===== src/rtl/rmii_rx_decoder.sv =====
module rmii_rx_decoder #(
  parameter int OVERSAMPLE = 10
) (
  input  logic       clk,
  input  logic       rst_n,
  input  logic       speed_10,
  input  logic       crs_dv,
  input  logic [1:0] rxd,
  input  logic       rx_er,
  output logic       crs,
  output logic       rx_dv,
  output logic [7:0] rx_data,
  output logic       rx_valid,
  output logic       rx_sof,
  output logic       rx_eof,
  output logic       rx_err
);

  localparam int CNT_W = (OVERSAMPLE > 1) ? $clog2(OVERSAMPLE) : 1;
  localparam logic [CNT_W-1:0] MID  = CNT_W'(OVERSAMPLE / 2);
  localparam logic [CNT_W-1:0] LAST = CNT_W'(OVERSAMPLE - 1);

  typedef enum logic [1:0] {S_IDLE, S_PRE, S_DATA, S_SKIP} st_t;

  st_t              st;
  logic [CNT_W-1:0] cnt;
  logic [1:0]       idx;
  logic [5:0]       sh;
  logic             acc_err, prev_crs, first;
  logic [7:0]       hold_data;
  logic             hold_ok, hold_sof, hold_err;

  wire       stb     = speed_10 ? (cnt == MID) : 1'b1;
  wire       end_now = (st == S_DATA) && !crs_dv && idx[0];
  wire       partial = idx[1] | prev_crs;
  wire [7:0] new_b   = {rxd, sh};
  wire       err_now = acc_err | rx_er;

  assign rx_dv = (st == S_DATA);

  always_ff @(posedge clk) begin
    if (!rst_n) begin
      st <= S_IDLE; cnt <= '0; idx <= '0; sh <= '0;
      acc_err <= 1'b0; prev_crs <= 1'b0; first <= 1'b0;
      hold_data <= '0; hold_ok <= 1'b0; hold_sof <= 1'b0; hold_err <= 1'b0;
      crs <= 1'b0; rx_data <= '0;
      rx_valid <= 1'b0; rx_sof <= 1'b0; rx_eof <= 1'b0; rx_err <= 1'b0;
    end else begin
      rx_valid <= 1'b0; rx_sof <= 1'b0; rx_eof <= 1'b0; rx_err <= 1'b0;
      if (st == S_IDLE && !crs_dv) cnt <= '0;
      else cnt <= (cnt == LAST) ? '0 : cnt + 1'b1;
      if (stb) begin
        prev_crs <= crs_dv;
        case (st)
          S_IDLE: begin
            crs <= crs_dv;
            if (crs_dv && rxd == 2'b01) st <= S_PRE;
            else if (crs_dv && rxd[1]) st <= S_SKIP;
          end
          S_PRE: begin
            crs <= crs_dv;
            if (!crs_dv) st <= S_IDLE;
            else if (rxd == 2'b11) begin
              st <= S_DATA; idx <= '0; acc_err <= 1'b0;
              first <= 1'b1; hold_ok <= 1'b0;
            end else if (rxd != 2'b01) st <= S_SKIP;
          end
          S_SKIP: begin
            crs <= crs_dv;
            if (!crs_dv && !prev_crs) st <= S_IDLE;
          end
          S_DATA: begin
            crs <= crs & crs_dv;
            if (end_now) begin
              st <= S_IDLE;
              if (hold_ok) begin
                rx_valid <= 1'b1; rx_data <= hold_data; rx_sof <= hold_sof;
                rx_eof <= 1'b1; rx_err <= hold_err | partial;
              end
              hold_ok <= 1'b0;
            end else begin
              sh  <= {rxd, sh[5:2]};
              idx <= idx + 1'b1;
              acc_err <= (idx == 2'd3) ? 1'b0 : err_now;
              if (idx == 2'd3) begin
                if (hold_ok) begin
                  rx_valid <= 1'b1; rx_data <= hold_data;
                  rx_sof <= hold_sof; rx_err <= hold_err;
                end
                hold_data <= new_b; hold_sof <= first; hold_err <= err_now;
                hold_ok <= 1'b1; first <= 1'b0;
              end
            end
          end
          default: st <= S_IDLE;
        endcase
      end
    end
  end

  p_step_r1: assert property (@(posedge clk) disable iff (!rst_n)
    speed_10 && cnt != MID |=> $stable(rx_dv) && $stable(crs));
  p_pulse_r4: assert property (@(posedge clk) disable iff (!rst_n)
    rx_valid |=> !rx_valid);
  p_sof_r4: assert property (@(posedge clk) disable iff (!rst_n)
    rx_sof |-> rx_valid && !$past(rx_dv) == 1'b0);
  p_eof_r6: assert property (@(posedge clk) disable iff (!rst_n)
    rx_eof |-> rx_valid && !rx_dv);
  p_mid_r4: assert property (@(posedge clk) disable iff (!rst_n)
    rx_valid && !rx_eof |-> rx_dv);
  p_no_out_idle_r8: assert property (@(posedge clk) disable iff (!rst_n)
    !rx_dv && !$past(rx_dv) |-> !rx_valid);
  p_dv_crs_r9: assert property (@(posedge clk) disable iff (!rst_n)
    $rose(rx_dv) |-> crs);
  p_crs_tail_r9: assert property (@(posedge clk) disable iff (!rst_n)
    rx_dv && !crs |=> !crs);

endmodule


===== config.mk =====
export PLATFORM = sky130hd
export DESIGN_NAME = rmii_rx_decoder
export DESIGN_NICKNAME = d
export VERILOG_FILES = /design/src/rtl/rmii_rx_decoder.sv
export SDC_FILE = /design/constraint.sdc
export NUM_CORES = 1
export LEC_CHECK = 0
export BUFFER_PORTS_ARGS = -buffer_cell sky130_fd_sc_hd__buf_2
export CAP_MARGIN = 20
export CORE_UTILIZATION = 41
export DETAILED_ROUTE_END_ITERATION = 16
export GPL_ROUTABILITY_DRIVEN = 0
export PLACE_DENSITY_LB_ADDON = 0.1
export SLEW_MARGIN = 10
export SYNTH_ARGS = -nofsm -noshare
export SYNTH_HDL_FRONTEND = slang
export SYNTH_SLANG_ARGS = --single-unit
export TNS_END_PERCENT = 30

===== constraint.sdc =====
create_clock -name clk -period 2.5 [get_ports clk]
set_clock_uncertainty 0.05 [all_clocks]
set_input_delay 0.125 -clock clk [delete_from_list [all_inputs] [get_ports clk]]
set_output_delay 0.125 -clock clk [all_outputs]
set_load 0.1 [all_outputs]

==> summary.md, run 1 <==
| Metric | Value |
|---|---|
| Commonest non-fill, non-tap cell in the layout | `dfxtp_1` |
| Setup TNS | `0 ps` |
| DP Wirelength | `2.43 mm` |
| Setup slack, reg-to-reg | `570 ps` |
| Minimum clock period | `roughly 1900 ps` |
| Synth-to-Final Area Change | `11.8%` |
| Relative slew margins | `~42%` |
| Crit path launch | `st[0]` |
| Fillers | `roughly 400` |
| Synth Flop Type | `dfxtp_1` |
| Synth unique cells | `37` |
| Final nets | `roughly 210` |
| # IOs | `21` |
| Worst hold slack | `93.0 ps` |
| Post-synthesis sequential area ratio | `between 40% and 50%` |
| Total chip power | `0.00118 W` |
| Die height | `approximately 67 um` |
| Crit end category | `flop` |
| Req. time, crit path | `about 2600 ps` |
| Vias | `approximately 1300` |
| Setup bufs post-CTS | `0` |
| Worst R2R End | `acc_err` |
| Status | `completed` |
| Total GRT Usage | `between 15 and 20%` |
| Worst setup endpoint | `acc_err` |
| Commonest non-fill, non-tap cells in the layout | `dfxtp_1, nor2_1, buf_2` |
| First-pass GRT wire length | `between 6 and 7 mm` |
| Clk Latency, worst-skew pair | `just under 300 ps` |
| Leakage power | `0.751 nW` |
| Actual slew at the worst max-slew pin | `roughly 860 ps` |
| Startpoint types | `flop` |
| Die width | `between 60 and 70 um` |
| Avg Inst Size Synth | `just over 9 sq um` |
| TritonCTS clock tree | `done` |
| Final Setup Violations | `0` |
| # diodes | `0` |
| CORE AREA | `0.00400 sq mm` |
| Syn_nets | `slightly below 200` |
| Worst vdd ir | `between 200 and 300 uV` |
| Max Clock Freq | `about 520 MHz` |
| Max Cap Viol | `0` |
| Number of global-route vias before repair | `1356` |
| Hold Startpoint | `crs_dv` |
| Final hold viol count | `0` |
| Hold Path Class | `input pin to flop` |
| Slew Viols, Final | `0` |
| Crit Path Class | `flop to flop` |
| Critical path arrival | `slightly above 2000 ps` |
| Gr ovfl total | `0` |
| Gates resized, CTS repair | `0` |
| Layout cells sized above 1 | `16.3%` |
| WL/cell | `roughly 14 um` |
| Antenna violations before repair | `0` |
| Die area | `~0.0045 sq mm` |
| Worst reg2reg path startpoint | `st[0]` |
| Mapped Area | `between 0.0015 and 0.002 sq mm` |
| Port-buffer cells | `20` |
| H-tree depth | `2` |
| Reg2Reg Depth | `4` |
| DRC viols | `0` |
| Fraction of registers with async set/reset | `0%` |
| Pin count of the biggest net entering global routing | `27` |
| # hold bufs at CTS | `0` |
| DP Cell Count | `approximately 250` |
| Post-Syn Instances | `186` |
| Num rows | `23` |
| First-pass DRT Iterations | `4` |
| CTS sink cnt | `between 40 and 50` |
| Synth warn | `0` |
| Post-synth EDFFs | `0` |
| Via/cell ratio | `roughly 5.3` |
| Iteration-0 DRC Markers | `just under 100` |
| Crit share post-route | `between 70% and 80%` |
| Initial Utilization | `43.0%` |
| Final core occ | `between 40% and 50%` |
| Non-Filler Instances | `253` |
| CTS Buf Count | `5` |
| Clk slew on worst S/H paths | `roughly 80 ps` |
| Seq cells post-synth | `around 40` |
| Detailed Route WL | `3.44 mm` |
| RSZ-0062 raised after global routing | `false` |
| PwrDens | `around 600 mW/mm^2` |
| Max FO, Critical Path | `10` |
| Longest Clk Path Bufs | `2` |
| DRT antenna net count | `0` |
| Clock root buffer | `clkbuf_8` |
## registers in the layout, summed over array words and instances, names as in the netlist
register,count
rx_err,1
sh,6
idx,2
rx_eof,1
hold_err,1
hold_sof,1
rx_data,8
rx_valid,1
crs,1
prev_crs,1
acc_err,1
hold_data,8
st,2
hold_ok,1
rx_sof,1
first,1
cnt,4
## cells in the mapped netlist, types with 3 or more instances
master / number / area, sq um
dfxtp_1: 41 / 821
nor2_1: 26 / 97.6
nand2_1: 19 / 71.3
o21ai_0: 16 / 80.1
mux2i_1: 14 / 140
nand3_1: 13 / 65.1
a21oi_1: 7 / 35.0
clkbuf_1: 5 / 18.8
inv_1: 5 / 18.8
buf_2: 4 / 20.0
a211oi_1: 3 / 22.5
ha_1: 3 / 37.5
nor3_1: 3 / 15.0
## critical path: stages, from the launching register on
cell and delay [ps]:
dfxtp_1 470, nand2b_1 450, o21ai_0 320, and4b_1 290, o221a_2 250
## area by class of cell
type,count,area (sq um),share of cell area (%)
Clock buffer,7,86.3,4.49
Multi-Input combinational cell,129,827,43.0
Sequential cell,41,821,42.7
Tap cell,50,62.6,3.25
Timing Repair Buffer,21,108,5.60
Inverter,5,18.8,0.976
## kinds of logic (layout without fill, tap and decap cells)
family / count (synthesis) / in the layout / share of synthesized area [%]
DFF: 41 / 41 / 47.7
xor gates and xnor gates: 2 / 2 / 1.02
AOI/OAI and AO/OA: 39 / 39 / 17.2
muxes: 14 / 14 / 8.15
adders and majority gates: 3 / 3 / 2.18
and+or+nand+nor: 71 / 71 / 19.5
buffers and inverters: 16 / 33 / 4.22
## per-stage QoR
| stage | instance area [sq um] | worst slack (ps) |
|---|---|---|
| global route | 1920 | 415 |
| floorplan | 1720 | 434 |
| detailed placement | 1840 | 578 |
| CTS | 1920 | 559 |
| finish | 1920 | 568 |
| global placement | 1840 | 635 |
## worst min path at each step
stage | end | slack (ps) | depth (start not counted)
final | st[0] | 90 | 3
after global routing | st[0] | 110 | 3
after CTS | st[0] | 90 | 3
after detailed placement | rx_sof | 390 | 1
after global placement | rx_sof | 390 | 1
after floorplan | hold_data[6] | 210 | 2
## routing by layer
| layer | global-route usage, % | wire length [um] | part of all wire, % |
|---|---|---|---|
| met5 | 0 | 0 | 0 |
| met4 | 7.98 | 71 | 2.1 |
| met3 | 5.14 | 131 | 3.8 |
| met2 | 30.1 | 1670 | 49 |
| met1 | 21.1 | 1560 | 45 |
## power by group
part / switching [W] / leakage [nW] / internal, W / total (W)
clock network: 0.000212 / 0.0443 / 0.000219 / 0.000431
logic: 0.0000592 / 0.375 / 0.0000219 / 0.0000811
registers: 0.0000104 / 0.331 / 0.000661 / 0.000672
total: 0.000281 / 0.751 / 0.000902 / 0.00118
Power figures use the tool's default switching activity.
==> run 2: changes to the inputs <==
- ABC_AREA: unset -> 1
- clock period: 2.5 -> 1.7 ns (I/O delays scaled with it)
==> summary.md, run 2 <==
| Metric | Value |
|---|---|
| Max stage delay on crit path | `~450 ps` |
| Post-synth EDFFs | `0` |
| Total chip power | `0.00204 W` |
| Commonest non-fill, non-tap cells in the layout | `nor2_1, dfxtp_1, nand2_1` |
| Vias | `~1400` |
| Worst Path Buf+Inv | `2` |
| Synth unique cells | `28` |
| Clk Latency, worst-skew pair | `290 ps` |
| Crit Path Class | `flop to primary output` |
| Hold Crit Depth | `3` |
| Top Registers | `hold_data (8), rx_data (8), sh (6)` |
| CP max stage cell | `buf_2` |
| RSZ-0062 raised after global routing | `false` |
| Die area | `0.00456 sq mm` |
| Max Cap Viol | `0` |
| Synth Flop Type | `dfxtp_1` |
| Setup TNS | `0 ps` |
| WL/cell | `roughly 11 um` |
| Startpoint types | `flop` |
| Max FO, Critical Path | `6` |
| First-pass DRT Iterations | `6` |
| TritonCTS clock tree | `done` |
| Worst vdd ir | `357 uV` |
| DP Wirelength | `around 2.3 mm` |
| # diodes | `0` |
| Port-buffer cells | `20` |
| Worst reg2reg path startpoint | `cnt[0]` |
| CTS Buf Count | `5` |
| Top post-synthesis cells by area | `dfxtp_1, nor2_1, nand2_1, o21ai_1, a21oi_1` |
| Non-Filler Instances | `300` |
| # IOs | `21` |
| Hold EP | `hold_data[6]` |
| Max Clock Freq | `approximately 630 MHz` |
| Critical path arrival | `approximately 1500 ps` |
| Layout cells sized above 1 | `21.6%` |
| Die width | `approximately 68 um` |
| Commonest non-fill, non-tap cell in the layout | `nor2_1` |
| Final core occ | `between 40 and 50%` |
| Avg Inst Size Synth | `between 7 and 8 sq um` |
| Crit share post-route | `a little over 90%` |
| Hold Path Class | `input pin to flop` |
| Final nets | `between 200 and 300` |
| Seq cells post-synth | `between 40 and 50` |
| PwrDens | `slightly above 1000 mW/mm^2` |
| Total GRT Usage | `about 17%` |
| First-pass GRT wire length | `5.64 mm` |
| Final hold viol count | `0` |
| Post-synthesis sequential area ratio | `46.6%` |
| Synth warn | `0` |
| Leakage power | `a little under 0.9 nW` |
| Syn_nets | `between 200 and 250` |
| Commonest cells post-synth | `nor2_1, dfxtp_1, nand2_1, o21ai_1, a21oi_1` |
| Actual slew at the worst max-slew pin | `a little under 500 ps` |
| Die height | `approximately 68 um` |
| Setup slack, reg-to-reg | `approximately 180 ps` |
| Critical path's top delay family | `buffers and inverters` |
| Minimum clock period | `roughly 1600 ps` |
| Status | `completed` |
| Longest Clk Path Bufs | `2` |
| Relative slew margins | `67.6%` |
| Detailed Route WL | `about 3.3 mm` |
| Dominant cell by count in the synthesized netlist | `nor2_1` |
| Crit end category | `primary output` |
| Worst-path cell chain | `inv_2 > nor2_8 > buf_2` |
| Largest area contributor in the netlist | `dfxtp_1` |
| Initial Utilization | `a little over two fifths` |
| DP Area | `0.00191 sq mm` |
| CORE AREA | `0.00406 sq mm` |
| Num rows | `23` |
| Fraction of registers with async set/reset | `0%` |
| Post-Syn Instances | `~220` |
| Slew Viols, Final | `0` |
| Synth-to-Final Area Change | `14.3%` |
| Clock root buffer | `clkbuf_8` |
| Req. time, crit path | `~1600 ps` |
| Gr ovfl total | `0` |
| Fillers | `431` |
| Final instance area | `roughly 0.002 sq mm` |
| Final Setup Violations | `0` |
| H-tree depth | `2` |
| DP Cell Count | `about 300` |
| DRC viols | `0` |
| Reg2Reg Depth | `7` |
| DRT antenna net count | `0` |
| Antenna violations before repair | `0` |
| Number of global-route vias before repair | `1187` |
| CTS sink cnt | `41` |
| Hold Startpoint | `rxd[0]` |
| Via/cell ratio | `roughly 4.7` |
| Mapped Area | `about 0.0018 sq mm` |
| Iteration-0 DRC Markers | `37` |
| Clk slew on worst S/H paths | `approximately 80 ps` |
| Top-area cell type share of the netlist area | `46.6%` |
| Pin count of the biggest net entering global routing | `26` |
| Worst R2R End | `rx_err` |
[run 2: worst max-delay path by stage]
stage / start / cells past startpoint / slack [ps] / to
after floorplan: st[1] / 8 / 100 / hold_data[0]
after global placement: cnt[0] / 7 / 150 / rx_err
after detailed placement: cnt[0] / 7 / 100 / rx_err
after CTS: cnt[0] / 7 / 80 / rx_err
after global routing: cnt[0] / 7 / 20 / hold_data[6]
final: st[1] / 3 / 110 / rx_dv
[run 2: cells by family (layout without fill, tap and decap cells)]
logic type	Yosys count	count (layout)	share of synthesized area [%]
and+or+nand+nor	116	116	32.8
DFF	41	41	46.6
AOI/OAI and AO/OA	38	38	11.6
buffers and inverters	24	50	5.89
adders and majority gates	3	3	2.13
xor gates and xnor gates	2	2	0.994
[run 2: per-layer routing]
metal	GRT usage [%]	share of wire [%]	vias to the layer above
met2	23.1	40	32
met5	0	0	-
met1	24.2	54	605
met3	5.07	4.2	6
li1	-	-	770
met4	7.18	1.7	0
[run 2: report_power, final]
part / internal, W / leakage [nW] / switching (W)
clock: 0.000329 / 0.0512 / 0.000344
sequential: 0.00100 / 0.332 / 0.0000435
combinational: 0.0000957 / 0.497 / 0.000225
[run 2: per-stage QoR]
| step | setup WS (ps) | hold WS, ps |
|---|---|---|
| finish | 113 | 23.9 |
| global route | 15.9 | 35.4 |
| CTS | 82.1 | 15.2 |
| detailed placement | 98.0 | 334 |
| global placement | 145 | 329 |
| floorplan | 104 | 136 |
[run 2: layout make-up]
class	instances	area [sq um]	area share, %
clock buffers	6	82.6	4.10
clock inverters	2	13.8	0.684
inverters	21	83.8	4.16
multi-input cells	159	842	41.8
flip-flops and latches	41	821	40.8
well taps	50	62.6	3.11
repair buffers	21	108	5.34
[run 2: what timing repair did]
item	4_1_cts	5_1_grt
setup buffers	0	0
resized for setup	0	1
hold buffers	0	0
setup endpoints to repair	0	25
endpoints found under the hold margin	0	0
[run 2: tightest hold or removal path, cell delays in order]
cell	delay, ps
buf_2	130
nand2_1	60
a21oi_1	50
